==> src/rtl/trap_cmp_pkg.sv <==
package trap_cmp_pkg;

    localparam int unsigned DATA_W   = 64;
    localparam int unsigned WORD_W   = 32;
    localparam int unsigned REL_W    = 5;
    localparam int unsigned KIND_W   = 5;

    // MSB..LSB order is behaviour: bit4 slt, bit3 sgt, bit2 eq, bit1 ult, bit0 ugt
    typedef struct packed {
        logic slt;
        logic sgt;
        logic eq;
        logic ult;
        logic ugt;
    } rel_t;

    typedef struct packed {
        logic [DATA_W-1:0] sa;
        logic [DATA_W-1:0] sb;
        logic [DATA_W-1:0] ua;
        logic [DATA_W-1:0] ub;
    } cmp_ops_t;

    function automatic logic [DATA_W-1:0] sext_word(input logic [DATA_W-1:0] v);
        return {{(DATA_W-WORD_W){v[WORD_W-1]}}, v[WORD_W-1:0]};
    endfunction

    function automatic logic [DATA_W-1:0] zext_word(input logic [DATA_W-1:0] v);
        return {{(DATA_W-WORD_W){1'b0}}, v[WORD_W-1:0]};
    endfunction

endpackage

==> src/rtl/trap_operand_narrow.sv <==
module trap_operand_narrow
    import trap_cmp_pkg::*;
(
    input  logic [DATA_W-1:0] a_i,
    input  logic [DATA_W-1:0] b_i,
    input  logic              word_mode_i,
    output cmp_ops_t          ops_o
);
    always_comb begin
        if (word_mode_i) begin
            ops_o.sa = sext_word(a_i);
            ops_o.sb = sext_word(b_i);
            ops_o.ua = zext_word(a_i);
            ops_o.ub = zext_word(b_i);
        end else begin
            ops_o.sa = a_i;
            ops_o.sb = b_i;
            ops_o.ua = a_i;
            ops_o.ub = b_i;
        end
    end

    // narrowed unsigned operands carry nothing above the word
    always_comb begin
        if (word_mode_i) begin
            a_r4_upper_cleared: assert (ops_o.ua[DATA_W-1:WORD_W] == '0 &&
                                        ops_o.ub[DATA_W-1:WORD_W] == '0)
                else $error("R4 upper bits leaked");
        end
    end
endmodule

==> src/rtl/trap_relation_unit.sv <==
module trap_relation_unit
    import trap_cmp_pkg::*;
(
    input  cmp_ops_t ops_i,
    output rel_t     rel_o
);
    always_comb begin
        rel_o.slt = $signed(ops_i.sa) <  $signed(ops_i.sb);
        rel_o.sgt = $signed(ops_i.sa) >  $signed(ops_i.sb);
        rel_o.ult = ops_i.ua < ops_i.ub;
        rel_o.ugt = ops_i.ua > ops_i.ub;
        rel_o.eq  = ops_i.ua == ops_i.ub;
    end

    // trichotomy in each domain
    always_comb begin
        a_r7_unsigned_onehot: assert ($countones({rel_o.ult, rel_o.eq, rel_o.ugt}) == 1)
            else $error("R7 unsigned trichotomy broken");
        a_r7_signed_exclusive: assert ($onehot0({rel_o.slt, rel_o.sgt}))
            else $error("R7 signed lt and gt both set");
        if (rel_o.eq) begin
            a_r7_eq_no_signed_order: assert (!rel_o.slt && !rel_o.sgt)
                else $error("R7 equal yet signed-ordered");
        end
    end
endmodule

==> src/rtl/trap_decide.sv <==
module trap_decide
    import trap_cmp_pkg::*;
(
    input  rel_t              rel_i,
    input  logic [REL_W-1:0]  mask_i,
    input  logic [KIND_W-1:0] kind_i,
    output logic              take_o
);
    logic cond_hit;

    always_comb begin
        cond_hit = |(rel_i & mask_i);
        take_o   = cond_hit | (|kind_i);
    end
endmodule

==> src/rtl/trap_cond_eval.sv <==
module trap_cond_eval
    import trap_cmp_pkg::*;
(
    input  logic [63:0] op_a_i,
    input  logic [63:0] op_b_i,
    input  logic [4:0]  cond_mask_i,
    input  logic        word_mode_i,
    input  logic [4:0]  trap_kind_i,
    output logic [4:0]  rel_vec_o,
    output logic        take_trap_o
);
    cmp_ops_t ops;
    rel_t     rel;

    trap_operand_narrow u_narrow (
        .a_i        (op_a_i),
        .b_i        (op_b_i),
        .word_mode_i(word_mode_i),
        .ops_o      (ops)
    );

    trap_relation_unit u_rel (
        .ops_i(ops),
        .rel_o(rel)
    );

    trap_decide u_decide (
        .rel_i (rel),
        .mask_i(cond_mask_i),
        .kind_i(trap_kind_i),
        .take_o(take_trap_o)
    );

    assign rel_vec_o = rel;

    always_comb begin
        if (trap_kind_i != '0) begin
            a_r6_kind_forces: assert (take_trap_o)
                else $error("R6 forced kind did not trap");
        end
        if (cond_mask_i == '1) begin
            a_r7_full_mask_traps: assert (take_trap_o)
                else $error("R7 full mask did not trap");
        end
        if (cond_mask_i == '0 && trap_kind_i == '0) begin
            a_r8_silent: assert (!take_trap_o)
                else $error("R8 trap with nothing enabled");
        end
        if (word_mode_i && op_a_i[31:0] == op_b_i[31:0]) begin
            a_r4_word_equal: assert (rel_vec_o == 5'b00100)
                else $error("R4 equal words not equal");
        end
    end
endmodule

==> config.mk <==
export PLATFORM = sky130hd
export DESIGN_NAME = trap_cond_eval
export DESIGN_NICKNAME = d
export VERILOG_FILES = /design/src/rtl/trap_cmp_pkg.sv /design/src/rtl/trap_operand_narrow.sv /design/src/rtl/trap_relation_unit.sv /design/src/rtl/trap_decide.sv /design/src/rtl/trap_cond_eval.sv
export SDC_FILE = /design/constraint.sdc
export NUM_CORES = 1
export LEC_CHECK = 0
export BUFFER_PORTS_ARGS = -buffer_cell sky130_fd_sc_hd__clkbuf_2
export CAP_MARGIN = 10
export CORE_ASPECT_RATIO = 1.2
export CORE_MARGIN = 5
export CORE_UTILIZATION = 54
export DETAILED_ROUTE_END_ITERATION = 10
export PLACE_DENSITY = 0.9
export SLEW_MARGIN = 20
export SYNTH_ARGS = -nofsm -noshare
export SYNTH_HDL_FRONTEND = slang
export SYNTH_SLANG_ARGS = --single-unit
==> constraint.sdc <==
create_clock -name vclk -period 9.05
set_input_delay 0.4525 -clock vclk [all_inputs]
set_output_delay 0.4525 -clock vclk [all_outputs]
set_load 0.02 [all_outputs]
== After elaboration in Yosys (flattened, before gate mapping) ==
Index checks and enable logic that the tools add are counted.
Operators by class
  $lt $le $gt $ge: 4
  reductions and logical operators: 2
  equality and inequality tests: 1
  muxes and demuxes: 1
  bitwise logic cells: 2
Operators by type and width (count)
  $mux 256: 1
  $gt 64x64->1: 2
  $lt 64x64->1: 2
  $eq 64x64->1: 1
  $reduce_or 5->1: 2
  $and 5x5->5: 1
  $or 1x1->1: 1
Word-level totals
  bits of input ports: 139
  output and inout bits: 6
  register bits after elaboration: 0
  word-level logic and storage cells: 10

== Longest topological paths before layout ==
Gate-level depths: netlist (run 1).
  depth after elaboration: 5
  mapped depth: 14
  gate-level depth less buffers: 12

== Cells and area by module ==
Synthesis (run 1) repeated with hierarchy kept, for this count alone.
Second synthesis, totals
  cells, all modules: 753
  area, all modules: 5750.5 um^2
Modules (own cells, without submodules)
  trap_relation_unit: cells an instance 472, area each 3285.7 um^2, sequential area each 0.0 um^2, times used 1
  trap_operand_narrow: cells an instance 276, area each 2424.8 um^2, sequential area each 0.0 um^2, times used 1
  trap_decide: cells an instance 5, area each 40.0 um^2, sequential area each 0.0 um^2, times used 1

== Worst setup path before layout (run 1) ==
Ideal clock, no wire load.
  path kind: in2out
  from: input port word_mode_i
  to: output port take_trap_o
  path buffers: 3
  arrival time: 3.443 ns
  setup slack: 5.154 ns
  required time: 8.597 ns
  stages: 13
  cells stage by stage: clkbuf_1 -> buf_1 -> clkbuf_1 -> a21o_1 -> ha_1 -> a21oi_1 -> nand2_1 -> a221o_1 -> a211o_1 -> a21oi_1 -> o211ai_2 -> xor2_1 -> o211ai_2
On the way
  word-level cells in the longest chain between the ends: 5
  elaborated cells on any way between the ends: 9
  those cells by class: order compare: 4; eq/ne: 1; mux: 1; bitwise: 2; reduce/logical: 1
RTL lines
  start, declared: line trap_cond_eval.sv:7  | input logic word_mode_i,
  $mux 256: line trap_operand_narrow.sv:10  | if (word_mode_i) begin
  $lt 64x64->1: line trap_relation_unit.sv:8  | rel_o.slt = $signed(ops_i.sa) < $signed(ops_i.sb);
  named net rel_vec_o[4]: line trap_cond_eval.sv:9  | output logic [4:0] rel_vec_o,
  $and 5x5->5: line trap_decide.sv:12  | cond_hit = |(rel_i & mask_i);
  $reduce_or 5->1: line trap_decide.sv:12
  $or 1x1->1: line trap_decide.sv:13  | take_o = cond_hit | (|kind_i);
  end, declared: line trap_cond_eval.sv:10  | output logic take_trap_o
The timed path passes the listed nets, and every way through them passes these cells.

== Worst setup path after layout (run 1) ==
  from: input port word_mode_i
  to: output port take_trap_o
On the way
  word-level cells in the longest chain between the ends: 5
  elaborated cells on any way between the ends: 9
  those cells by class: order compare: 4; eq/ne: 1; mux: 1; bitwise: 2; reduce/logical: 1
RTL lines
  $mux 256 *: line trap_operand_narrow.sv:10
  $gt 64x64->1, or another cell as far along: line trap_relation_unit.sv:11  | rel_o.ugt = ops_i.ua > ops_i.ub;
  $and 5x5->5 *: line trap_decide.sv:12
  $reduce_or 5->1 *: line trap_decide.sv:12
  $or 1x1->1 *: line trap_decide.sv:13
Mark *: on every way between the ends. The rest lies on a longest branch, timed or not.

==> flow_metrics.tcl, run 1 <==
set metrics [dict create \
    antenna_found_initial 0 \
    slew_headroom_pct 52.8 \
    ys_warn_count 0 \
    worst_slew_pin_slew_ns 0.707 \
    drive_above_1_share_pct 29.8 \
    startpoint_type "input pin" \
    wl_per_cell_um 15.3 \
    fin_cells 647 \
    hold_class "input pin to output pin" \
    max-cap-violations 0 \
    cp_max_fo 65 \
    grt_pass1_vias 3900 \
    fmax_mhz 220 \
    drtAntennaViolNets 0 \
    synth_top_area_share_pct 38.0 \
    vias_per_cell 5.83 \
    dieArea_um2 7490 \
    period_minus_slack_ns 4.55 \
    io_pins 145 \
    nFillCells 486 \
    irDropWorstVdd_v 0.0000372 \
    leakagePower_nw 2.36 \
    dp_hpwl_um 8700 \
    die_y_um 93.8 \
    syn-num-nets 675 \
    outcome "finished clean" \
    dr.first_iter.drc_count 221 \
    syn_to_final_growth_pct 24.5 \
    yosys.area.top_type "ha_1" \
    cp.arrival_ns 4.10 \
    crit_type "input pin to output pin" \
    postCtsSetupBuffers 0 \
    clkbuf_count 0 \
    grt_pass1_wl_um 16400 \
    ys_seq_area_share_pct 0 \
    grt_setup_unrepaired "no" \
    slew_violations 0 \
    setup_violations 0 \
    syn_avg_cell_area_um2 7.18 \
    gr-total-overflow 0 \
    finalCritPeriodShare_pct 50.3 \
    final_util_pct 69.4 \
    track_usage_pct 26.1 \
    powerDensity_nw_per_um2 53.2 \
    yosysUniqueCellTypes 43 \
    seq_cell_count 0 \
    required_ns 8.60 \
    ys_top_cells_by_area "ha_1 38%, a21oi_1 11%, a21o_1 10%" \
    tns_ns 0 \
    die_w_um 79.8 \
    port_buffers 145 \
    drtPass1Iterations 5 \
    drc 0 \
    std_cell_rows 30 \
    final_common_cell "clkbuf_2" \
    place_inst 647 \
    layout_common_cells "145 x clkbuf_2, 96 x ha_1, 69 x a21oi_1, 53 x nand2_1, 43 x a21o_1" \
    setup_slack_ns 4.50 \
    via_count 3774 \
    gp_routability_congestion 0.880 \
    wirelength_um 9890 \
    cts.hold.buffers_added 0 \
    core_um2 5670 \
    place_ws_ns 4.31 \
    grt_max_degree 66 \
    diodes 0 \
    hold_viol 0 \
    start_util_pct 55.8 \
    seq_area_um2 0 \
    syn-cell-area_um2 3160 \
    cts_resized 0 \
    netlist_instances 440 \
    fin_total_pwr_mw 0.209 \
    worstSetupEndpointType "output pin" \
    final_nets 804 \
]
[logic make-up after synthesis]
kind of cell               count (synthesis)  share of synthesized area (%)
buffers and inverters                     56                           6.65
xor gates and xnor gates                   1                          0.277
AOI/OAI and AO/OA                        146                           29.8
muxes                                      2                          0.950
adders and majority gates                 96                           38.0
and+or+nand+nor                          139                           24.3
[cell usage after synthesis (2+ instances only)]
cell,n
nor2_2,2
nand4_2,3
nand3_1,8
a221oi_1,3
clkbuf_1,19
nor4_2,3
a21oi_1,69
o21ai_0,11
a21o_1,43
mux2_4,2
nand4_1,16
inv_1,36
nor4_1,2
nor2b_1,33
o21a_1,2
o21ba_2,2
ha_1,96
nor3_1,2
nor2_1,9
a211o_1,2
o211ai_1,2
nand2_1,53
o211ai_2,2
[worst max-delay path: stages]
cell and delay [ns]:
clkbuf_2 0.08, buf_4 0.31, inv_1 0.19, buf_4 0.52, nand2_1 0.12, ha_1 0.34
nand4_1 0.15, nor4_1 0.49, nand4_1 0.36, nor2_2 0.27, a211o_1 0.20, a21oi_1 0.05
mux2_4 0.27, o211ai_2 0.06, clkbuf_2 0.21
[metal layers]
metal / track usage (%) / vias to the layer above / share of wire, %
met1: 27.6 / 1708 / 37
met4: 8.31 / 0 / 3.3
li1: - / 1864 / -
met3: 4.13 / 30 / 7.9
met2: 51.3 / 172 / 52
met5: 0 / - / 0
[final timing paths]
check | start | to | slack, ns | cells past startpoint
worst min-delay path | cond_mask_i[3] | take_trap_o | 1.36 | 4
worst max-delay path | word_mode_i | take_trap_o | 4.50 | 15
[layout make-up]
cell class / count / area, um2 / share of cell area, %
timing repair buffer: 147 / 741 / 18.8
inverter: 36 / 135 / 3.44
multi-input combinational: 384 / 2960 / 75.2
tap: 80 / 100 / 2.54
[report_power, final]
part / leakage [nW] / switching [mW] / internal [mW]
combinational: 2.36 / 0.113 / 0.0964
clock: 0 / 0 / 0
sequential: 0 / 0 / 0
[per-stage QoR]
stage,area (um2),hold WS (ns)
2_1_floorplan,3160,1.12
3_5_place_dp,3930,1.36
6_report,3930,1.36
5_1_grt,3930,1.40
4_1_cts,3930,1.36
3_3_place_gp,3930,1.35
Power figures use the tool's default switching activity.
==> run 2: changes to the inputs <==
- ABC_AREA: default -> 1
- CORE_UTILIZATION: 54 -> 46
- PLACE_DENSITY: 0.9 -> 0.81
- clock period: 9.05 -> 3.7 ns (I/O delays scaled with it)
==> flow_metrics.tcl, run 2 <==
set metrics [dict create \
    yosysMostFrequentCell "nand2_1" \
    dp_hpwl_um 8200 \
    synth_compound_area_share_pct 20.9 \
    crit_type "input pin to output pin" \
    outcome "finished clean" \
    nFillCells 705 \
    startpoint_type "input pin" \
    setup_slack_ns 0.649 \
    synth_top_area_share_pct 37.0 \
    m1WireLength_um 3640 \
    final_nets 927 \
    top_layer_used "met4" \
    ys_seq_area_share_pct 0 \
    placed_area_um2 4040 \
    worstSetupEndpointType "output pin" \
    powerDensity_nw_per_um2 122 \
    post_synth_and_or_nand_nor_area_fraction_pct 28.8 \
    whs_endpoint "take_trap_o" \
    gp_routability_congestion 0.839 \
    dieArea_um2 8840 \
    postCtsSetupBuffers 0 \
    required_ns 3.51 \
    drive_above_1_share_pct 24.8 \
    wl_per_cell_um 11.8 \
    syn-num-nets 794 \
    max-cap-violations 0 \
    antenna_found_initial 0 \
    cp_max_fo 32 \
    vias_per_cell 5.10 \
    irDropWorstVdd_v 0.0000513 \
    synthXorXnorAreaFrac_pct 0 \
    syn_avg_cell_area_um2 5.80 \
    hold_depth 4 \
    place_ws_ns 0.648 \
    cp.arrival_ns 2.87 \
    hold_viol 0 \
    hold_class "input pin to output pin" \
    start_util_pct 47.3 \
    ys_warn_count 0 \
    min_from "cond_mask_i[4]" \
    core_um2 6850 \
    worst_slew_pin_slew_ns 0.812 \
    drtPass1Iterations 4 \
    slew_headroom_pct 45.7 \
    setup_violations 0 \
    wirelength_um 9190 \
    gr-total-overflow 0 \
    yosysUniqueCellTypes 25 \
    fin_total_pwr_mw 0.492 \
    diodes 0 \
    synth_common_cells "129 x nand2_1, 96 x ha_1, 89 x inv_1" \
    drc 0 \
    period_minus_slack_ns 3.05 \
    cts.hold.buffers_added 0 \
    dr_wl_met2_um 4690 \
    muxShareOfSynthArea_pct 0 \
    finalCritPeriodShare_pct 82.4 \
    via_count 3964 \
    clkbuf_count 0 \
    track_usage_pct 20.5 \
    grt_setup_unrepaired "no" \
    multi_input_area_um2 2820 \
    slew_violations 0 \
    grt_max_degree 65 \
    leakagePower_nw 2.56 \
    synth_top_family_by_area "adder cells" \
    seq_cell_count 0 \
    io_pins 145 \
    synth-adder-area-share_pct 37.0 \
    tns_ns 0 \
    die_w_um 86.7 \
    port_buffers 145 \
    layout_common_cells "145 x clkbuf_2, 129 x nand2_1, 96 x ha_1, 89 x inv_1, 77 x a21oi_1" \
    syn-cell-area_um2 3240 \
    die_y_um 102 \
    grt_pass1_vias 3946 \
    dr.first_iter.drc_count 104 \
    ys_top_cells_by_area "ha_1 37%, nand2_1 15%, a21oi_1 12%" \
    drtAntennaViolNets 0 \
    seq_area_um2 0 \
    grt_pass1_wl_um 15600 \
    cts_resized 0 \
    fmax_mhz 328 \
    syn_to_final_growth_pct 24.7 \
    wl_met3_um 646 \
    yosys.area.top_type "ha_1" \
    netlist_instances 559 \
    postLayoutCellArea_um2 4040 \
    std_cell_rows 33 \
    final_common_cell "clkbuf_2" \
]
-- run 2: cell count changes after synthesis, sizes merged, moves of 5 or more --
cell    change
a21o       -41
nand2      +81
nor2       +49
clkbuf      -5
inv        +59
nand4      -11
o21ai      +30
nor2b      -33
a21oi       +9
-- run 2: logic make-up (layout without fill, tap and decap cells) --
group                    after synthesis  in the layout
AO/OA/AOI/OAI                        130            130
adder cells (fa/ha/maj)               96             96
buffers and inverters                114            245
AND/OR/NAND/NOR                      219            219
-- run 2: layer usage --
| metal | track usage [%] | up-vias |
|---|---|---|
| met2 | 39.7 | 114 |
| met5 | 0 | - |
| met1 | 23.6 | 1735 |
| met3 | 3.15 | 18 |
| met4 | 4.20 | 0 |
| li1 | - | 2097 |
-- run 2: worst max path at each step --
stage                     start           end  slack (ns)  cells past startpoint
finish              word_mode_i   take_trap_o        0.65                     15
detailed placement  word_mode_i   take_trap_o        0.65                     15
CTS                 word_mode_i   take_trap_o        0.62                     15
floorplan           word_mode_i  rel_vec_o[3]        1.10                     13
global placement    word_mode_i   take_trap_o        0.79                     15
global route        word_mode_i  rel_vec_o[3]        0.34                     15
-- run 2: worst max-delay path, cell delays in order --
cell      delay [ns]
clkbuf_2        0.18
nand2_1         0.65
o21ai_0         0.23
ha_1            0.42
nand4_1         0.15
nor3_2          0.17
nand2_1         0.13
nor3_4          0.16
nand2_1         0.09
nand2_1         0.07
nand2_2         0.06
nand2_2         0.07
nand2_1         0.05
nand3_1         0.07
clkbuf_2        0.17
-- run 2: per-stage QoR --
| stage | utilization [%] | std cells | hold WS (ns) |
|---|---|---|---|
| 2_1_floorplan | - | 559 | 0.579 |
| 3_3_place_gp | 59.0 | 777 | 0.733 |
| 3_5_place_dp | 59.0 | 777 | 0.735 |
| 4_1_cts | 59.0 | 777 | 0.736 |
| 5_1_grt | 59.0 | 777 | 0.768 |
| 6_report | 59.0 | 777 | 0.731 |
-- run 2: final cells by class --
type	instances	share of cell area, %
inverter	95	8.82
multi-input combinational	445	69.6
tap	87	2.69
timing repair buffer	150	18.9
-- run 2: where the power goes --
part	switching, mW	internal [mW]
registers	0	0
logic	0.280	0.213
clock network	0	0
total	0.280	0.213
==> run 3: changes to the inputs <==
- clock period: 3.7 -> 2.8 ns (I/O delays scaled with it)
==> flow_metrics.tcl, run 3 (synthesis results as in run 2) <==
set metrics [dict create \
    placed_area_um2 4110 \
    fin_total_pwr_mw 0.667 \
    antenna_found_initial 0 \
    startpoint_type "input pin" \
    die_y_um 102 \
    via_count 3943 \
    gp_routability_congestion 0.947 \
    max-cap-violations 0 \
    outcome "finished clean" \
    grt_max_degree 44 \
    port_buffers 145 \
    diodes 0 \
    grt_setup_unrepaired "no" \
    cts.hold.buffers_added 0 \
    seq_area_um2 0 \
    slew_headroom_pct 80.8 \
    grt_pass1_wl_um 16000 \
    irDropWorstVdd_v 0.0000915 \
    grt_pass1_vias 3951 \
    hold_class "input pin to output pin" \
    hold_viol 0 \
    drc 0 \
    fmax_mhz 397 \
    layout_common_cells "145 x clkbuf_2, 129 x nand2_1, 96 x ha_1, 89 x inv_1, 77 x a21oi_1" \
    track_usage_pct 21.1 \
    drtAntennaViolNets 0 \
    setup_violations 0 \
    cp_max_fo 28 \
    finalCritPeriodShare_pct 90.0 \
    postLayoutCellArea_um2 4110 \
    seq_cell_count 0 \
    crit_type "input pin to output pin" \
    worst_slew_pin_slew_ns 0.285 \
    hold_ws_ns 0.652 \
    drive_above_1_share_pct 25.2 \
    io_pins 145 \
    required_ns 2.66 \
    core_um2 6850 \
    worstSetupEndpointType "output pin" \
    final_nets 931 \
    cp.arrival_ns 2.38 \
    drtPass1Iterations 4 \
    die_w_um 86.7 \
    vias_per_cell 5.05 \
    cts_resized 0 \
    wl_per_cell_um 12.1 \
    std_cell_rows 33 \
    final_util_pct 60.0 \
    gr-total-overflow 0 \
    crit_end "take_trap_o" \
    postCtsSetupBuffers 0 \
    dr.first_iter.drc_count 110 \
    slew_violations 0 \
    wirelength_um 9480 \
    tns_ns 0 \
    dieArea_um2 8840 \
    clkbuf_count 0 \
    start_util_pct 47.3 \
    period_minus_slack_ns 2.52 \
    final_common_cell "clkbuf_2" \
    powerDensity_nw_per_um2 162 \
    nFillCells 709 \
    dp_hpwl_um 8520 \
    syn_to_final_growth_pct 26.8 \
    leakagePower_nw 2.59 \
    startpoint "word_mode_i" \
]
## run 3: final cells by class
type                       instances  area [um2]  share of cell area, %
timing repair buffer             154         831                   20.2
inverter                          95         357                   8.67
multi-input combinational        445        2820                   68.5
tap                               87         109                   2.65
## run 3: power breakdown
part / internal [mW] / switching (mW)
clock: 0 / 0
sequential: 0 / 0
combinational: 0.290 / 0.377
total: 0.290 / 0.377
## run 3: through the flow
| step | instances | setup WS [ns] |
|---|---|---|
| floorplan | 559 | 0.290 |
| global placement | 781 | 0.333 |
| detailed placement | 781 | 0.303 |
| CTS | 781 | 0.287 |
| global route | 781 | 0.0348 |
| finish | 781 | 0.281 |
## run 3: how the worst min path moves through the flow
stage / depth (start not counted) / slack (ns) / endpoint / start
2_1_floorplan: 2 / 0.49 / take_trap_o / cond_mask_i[4]
3_3_place_gp: 4 / 0.66 / take_trap_o / cond_mask_i[4]
3_5_place_dp: 4 / 0.65 / take_trap_o / cond_mask_i[4]
4_1_cts: 4 / 0.66 / take_trap_o / cond_mask_i[4]
5_1_grt: 4 / 0.69 / take_trap_o / cond_mask_i[4]
6_report: 4 / 0.65 / take_trap_o / cond_mask_i[4]
## run 3: metal layers
layer,part of all wire (%),global-route usage (%)
met5,0,0
met4,1.7,3.84
met3,6.2,2.58
met2,52,42.4
met1,40,23.5
## run 3: worst max-delay path: stages
cell      delay, ns
clkbuf_2       0.16
buf_4          0.28
o21ai_0        0.14
ha_1           0.33
nand2_2        0.08
nor4_2         0.34
nand2_1        0.16
nor3_4         0.16
nand2_1        0.09
nand2_1        0.08
nand2_2        0.06
nand2_2        0.07
nand2_1        0.05
nand3_1        0.07
clkbuf_2       0.17
